**config.mk**
```make
export PLATFORM = sky130hd
export DESIGN_NAME = macro_cell
export DESIGN_NICKNAME = d
export VERILOG_FILES = /design/src/rtl/macro_cell_pkg.sv /design/src/rtl/macro_mode_dec.sv /design/src/rtl/macro_term_sel.sv /design/src/rtl/macro_fb_sel.sv /design/src/rtl/macro_cell.sv
export SDC_FILE = /design/constraint.sdc
export NUM_CORES = 1
export LEC_CHECK = 0
export CAP_MARGIN = 10
export CORE_AREA = 2 2 39 41
export DETAILED_ROUTE_END_ITERATION = 10
export DIE_AREA = 0 0 41 43
export DONT_BUFFER_PORTS = 1
export PLACE_DENSITY = 0.3
export SKIP_CTS_REPAIR_TIMING = 1
export SYNTH_ARGS = -nofsm -noshare
export SYNTH_HDL_FRONTEND = slang
export SYNTH_SLANG_ARGS = --single-unit
```
**constraint.sdc**
```tcl
create_clock -name clk -period 1 [get_ports clk]
set_input_delay 0.1 -clock clk [delete_from_list [all_inputs] [get_ports clk]]
set_output_delay 0.1 -clock clk [all_outputs]
set_load 0.02 [all_outputs]
```
**src/rtl/macro_cell_pkg.sv**
```systemverilog
package macro_cell_pkg;

    typedef enum logic [2:0] {
        MODE_REG   = 3'd0,
        MODE_RIO   = 3'd1,
        MODE_COMB  = 3'd2,
        MODE_INPUT = 3'd3,
        MODE_NIO   = 3'd4,
        MODE_BAD   = 3'd5
    } cell_mode_e;

    localparam int KIND_PLAIN = 0;
    localparam int KIND_EDGE  = 1;
    localparam int KIND_NOFB  = 2;

endpackage

```
**src/rtl/macro_mode_dec.sv**
```systemverilog
module macro_mode_dec
    import macro_cell_pkg::*;
#(
    parameter int CELL_KIND = KIND_PLAIN
) (
    input  logic       cfg_g0,
    input  logic       cfg_g1,
    input  logic       cfg_l0,
    output cell_mode_e mode_o,
    output logic       err_o
);
    localparam bit NO_INPUT = (CELL_KIND == KIND_NOFB);

    cell_mode_e raw_mode;

    always_comb begin
        unique case ({cfg_g0, cfg_g1, cfg_l0})
            3'b010:  raw_mode = MODE_REG;
            3'b011:  raw_mode = MODE_RIO;
            3'b100:  raw_mode = MODE_COMB;
            3'b101:  raw_mode = MODE_INPUT;
            3'b111:  raw_mode = MODE_NIO;
            default: raw_mode = MODE_BAD;
        endcase
    end

    always_comb begin
        if (NO_INPUT && raw_mode == MODE_INPUT) begin
            mode_o = MODE_BAD;
        end else begin
            mode_o = raw_mode;
        end
        err_o = (mode_o == MODE_BAD);
    end

endmodule

```
**src/rtl/macro_term_sel.sv**
```systemverilog
module macro_term_sel
    import macro_cell_pkg::*;
#(
    parameter int NUM_TERMS = 8
) (
    input  logic [NUM_TERMS-1:0] pterm_i,
    input  cell_mode_e           mode_i,
    output logic                 sum_o,
    output logic                 term_en_o
);
    localparam int TOP = NUM_TERMS - 1;

    logic full_or;
    logic part_or;

    always_comb begin
        full_or = |pterm_i;
        part_or = |pterm_i[TOP:1];
    end

    always_comb begin
        unique case (mode_i)
            MODE_REG, MODE_COMB: sum_o = full_or;
            MODE_RIO, MODE_NIO:  sum_o = part_or;
            default:             sum_o = 1'b0;
        endcase
        term_en_o = pterm_i[0];
    end

endmodule

```
**src/rtl/macro_fb_sel.sv**
```systemverilog
module macro_fb_sel
    import macro_cell_pkg::*;
#(
    parameter int CELL_KIND = KIND_PLAIN
) (
    input  logic       cfg_g0,
    input  logic       cfg_g1,
    input  logic       cfg_l0,
    input  cell_mode_e mode_i,
    input  logic       q_i,
    input  logic       own_pin_i,
    input  logic       adj_pin_i,
    output logic       fb_o
);
    localparam bit USE_G0 = (CELL_KIND == KIND_EDGE);

    logic sel_hi;
    logic mux_out;
    logic suppress;

    generate
        if (CELL_KIND == KIND_NOFB) begin : g_nofb
            assign suppress = (mode_i == MODE_COMB) || (mode_i == MODE_BAD);
        end else begin : g_fb
            assign suppress = (mode_i == MODE_BAD);
        end
    endgenerate

    always_comb begin
        sel_hi = USE_G0 ? cfg_g0 : cfg_g1;
        unique case ({sel_hi, cfg_l0})
            2'b10:   mux_out = q_i;
            2'b11:   mux_out = own_pin_i;
            default: mux_out = adj_pin_i;
        endcase
        fb_o = suppress ? 1'b0 : mux_out;
    end

endmodule

```
**src/rtl/macro_cell.sv**
```systemverilog
module macro_cell
    import macro_cell_pkg::*;
#(
    parameter int NUM_TERMS = 8,
    parameter int CELL_KIND = KIND_PLAIN
) (
    input  logic                 clk,
    input  logic                 rst_n,
    input  logic [NUM_TERMS-1:0] pterm_i,
    input  logic                 oe_pin_i,
    input  logic                 adj_pin_i,
    input  logic                 own_pin_i,
    input  logic                 cfg_g0,
    input  logic                 cfg_g1,
    input  logic                 cfg_l0,
    input  logic                 cfg_pol,
    output logic                 pad_drive_o,
    output logic                 pad_en_o,
    output logic                 fb_o,
    output logic                 cfg_err_o
);
    cell_mode_e mode;
    logic       mode_err;
    logic       sum;
    logic       term_en;
    logic       q_state;
    logic       q_next;

    macro_mode_dec #(.CELL_KIND(CELL_KIND)) u_dec (
        .cfg_g0 (cfg_g0),
        .cfg_g1 (cfg_g1),
        .cfg_l0 (cfg_l0),
        .mode_o (mode),
        .err_o  (mode_err)
    );

    macro_term_sel #(.NUM_TERMS(NUM_TERMS)) u_terms (
        .pterm_i   (pterm_i),
        .mode_i    (mode),
        .sum_o     (sum),
        .term_en_o (term_en)
    );

    macro_fb_sel #(.CELL_KIND(CELL_KIND)) u_fb (
        .cfg_g0    (cfg_g0),
        .cfg_g1    (cfg_g1),
        .cfg_l0    (cfg_l0),
        .mode_i    (mode),
        .q_i       (q_state),
        .own_pin_i (own_pin_i),
        .adj_pin_i (adj_pin_i),
        .fb_o      (fb_o)
    );

    // State register process
    always_comb q_next = sum;

    always_ff @(posedge clk or negedge rst_n) begin
        if (!rst_n) begin
            q_state <= 1'b0;
        end else begin
            q_state <= q_next;
        end
    end

    // Output process
    always_comb begin
        unique case (mode)
            MODE_REG: begin
                pad_en_o    = oe_pin_i;
                pad_drive_o = q_state ^ ~cfg_pol;
            end
            MODE_RIO, MODE_NIO: begin
                pad_en_o    = term_en;
                pad_drive_o = sum ^ ~cfg_pol;
            end
            MODE_COMB: begin
                pad_en_o    = 1'b1;
                pad_drive_o = sum ^ ~cfg_pol;
            end
            default: begin
                pad_en_o    = 1'b0;
                pad_drive_o = 1'b0;
            end
        endcase
        cfg_err_o = mode_err;
    end

    // Requirement guards
    a_r8_err_quiet: assert property (@(posedge clk) disable iff (!rst_n)
        cfg_err_o |-> (!pad_en_o && !pad_drive_o && !fb_o));

    a_r3_comb_enabled: assert property (@(posedge clk) disable iff (!rst_n)
        (mode == MODE_COMB) |-> pad_en_o);

    a_r4_input_off: assert property (@(posedge clk) disable iff (!rst_n)
        (mode == MODE_INPUT) |-> (!pad_en_o && !pad_drive_o));

    a_r5_term_enable: assert property (@(posedge clk) disable iff (!rst_n)
        ((mode == MODE_RIO) || (mode == MODE_NIO)) |-> (pad_en_o == pterm_i[0]));

    a_r1_reg_capture: assert property (@(posedge clk) disable iff (!rst_n)
        ($past(rst_n) && $past(mode == MODE_REG) && (mode == MODE_REG) && $stable(cfg_pol))
        |-> (pad_drive_o == ($past(|pterm_i) ^ ~cfg_pol)));

    a_r9_no_feedback: assert property (@(posedge clk) disable iff (!rst_n)
        ((CELL_KIND == KIND_NOFB) && (mode == MODE_COMB)) |-> !fb_o);

endmodule

```
==> results.txt <==
Die Span X: 41 um
CP bufs+invs: 1
Slew Limit Fails: 0
Most frequent cells in the layout: buf_4, nand2_1, a21oi_1, nor2_1
Critical-path maximum fanout: 3
DRC: 0
Status: finished, violations left
Worst Max-Slew Pin Slew: 0.3395 ns
Critical Path RT: 0.90 ns
Max FFs per register: 1
Vias in the first global route: 216
Gpl congestion: 0.6226
Initial antenna violation count: 0
Share of cells above drive strength 1: 37.14%
RSZ-0062 raised after global routing: true
Port-buffer cells: 0
Synth Instances: 32
Synth cell types: 20
Die Area: 0.001763 mm^2
Arrival @ worst endpoint: 1.11 ns
Post-route setup TNS: -0.2086 ns
CP max stage delay: 0.32 ns
Leakage: 0.1027 nW
Number of iterations in the first detailed-routing pass: 2
Fmax: 827.4 MHz
Post-layout min period: 1.209 ns
Initial drt markers: 4
PwrDens: 470.5 mW/mm^2
Final #Nets: 54
Final Setup Violations: 1
Largest net degree at the start of global routing: 11
Startpoint types: input pin
Final antenna-violating net count: 0
Crit end category: output pin
GRT Total Usage: 6.607%
Clk pin slew, worst setup/hold paths: 0 ns
Top reg by flops: q_state
CP Launch Point: pterm_i[6]
Peak supply drop: 0.2056 mV
DR WL/cell: 11.98 um
Syn_nets: 49
First-pass GRT wire length: 841 um
Diode count: 0
Area grow syn2layout: 43.10%
Critical path's slowest cell: nor4_4
Area of the mapped netlist: 217.7 um^2
Post-Route WL: 611 um
Slew margin rel.: 77.19%
GRT Residual Overflow: 0
Register area share after synthesis: 11.49%
Routed vias/inst: 4.863
Seq cells post-synth: 1
Die Y: 43 um
Top flop regs: q_state x1
Top Family by Delay on Critical Path: simple AND/OR/NAND/NOR gates
Syn. warnings: 0
Most common cell after layout, fill and taps aside: buf_4
Core area: 0.001384 mm^2
Fin crit share: 120.9%
Hold crit path type: input pin to register
Final Hold Viols: 0
Setup WS post-layout: -0.2086 ns
Final HPWL DP: 524.5 um
Max_cap viols: 0
FP Rows: 14
Crit-path cells: nor4_4, nand2_2, xor2_2, o41ai_4, buf_4
Min Hold Slack: 0.2745 ns
Mapped Avg Cell Area: 6.803 um^2
IO Pins: 21
Crit path kind: input pin to output pin
Initial Util: 15.73%
Min-delay src: cfg_g1
Violated checks: setup timing
Via count: 248
## synth_stat cells, drive strengths merged
master   number  area share [%]
nor4b         1             4.0
nand3         1             2.3
nor3          1             2.3
a22o          1             4.0
inv           1             1.7
buf           1             2.3
o2bb2ai       1             4.0
dfrtp         1              11
clkbuf        1             1.7
a21oi         5              11
nand2         4             6.9
nand2b        2             5.7
xor2          1             4.0
nor2b         1             2.9
nor4          2              13
o41ai         1             7.5
nand4         1             2.9
o21ai         3             6.9
nor2          3             5.2
## path summary, 6_finish.rpt
path / to / slack (ns) / cells past startpoint
worst max-delay path: pad_drive_o / -0.21 / 5
worst min-delay path: q_state / 0.27 / 2
max in group asynchronous: q_state / 0.58 / 1
min in group asynchronous: q_state / 0.32 / 1
## cell families after synthesis
kind of cell / Yosys count / synth area share [%]
compound gates: 11 / 33.91
xor+xnor: 1 / 4.024
buf+inv: 3 / 5.742
flops: 1 / 11.49
simple gates: 16 / 44.83
## power by group
group          switching [W]  internal, W  leakage (nW)
logic              0.0000502    0.0000496        0.0906
clock network              0            0             0
registers         0.00000198    0.0000448        0.0122
## layer usage
layer	wire [um]	share of wire [%]	global-route usage (%)
met3	88	14	1.047
met5	0	0	0
met1	222	36	7.962
met4	0	0	0
met2	301	49	12.19
## per-stage QoR
stage               utilization, %  setup slack [ns]  instance area (um^2)  instances  power (W)
floorplan                        -           -0.1429                 232.7         32  0.0001259
global placement             19.26           -0.2200                 266.5         49  0.0001366
detailed placement           19.26           -0.2484                 266.5         49  0.0001376
CTS                          19.26           -0.2484                 266.5         49  0.0001377
global route                 22.51           -0.2795                 311.5         51  0.0001564
finish                       22.51           -0.2086                 311.5         51  0.0001466
## final cells by class
| class | count | area (um^2) |
|---|---|---|
| inverter | 1 | 3.754 |
| tap | 16 | 20.02 |
| fill | 161 | 1072 |
| multi-input combinational | 28 | 222.7 |
| sequential | 1 | 25.02 |
| timing repair buffer | 5 | 40.04 |
(Power assumes the default switching activity.)
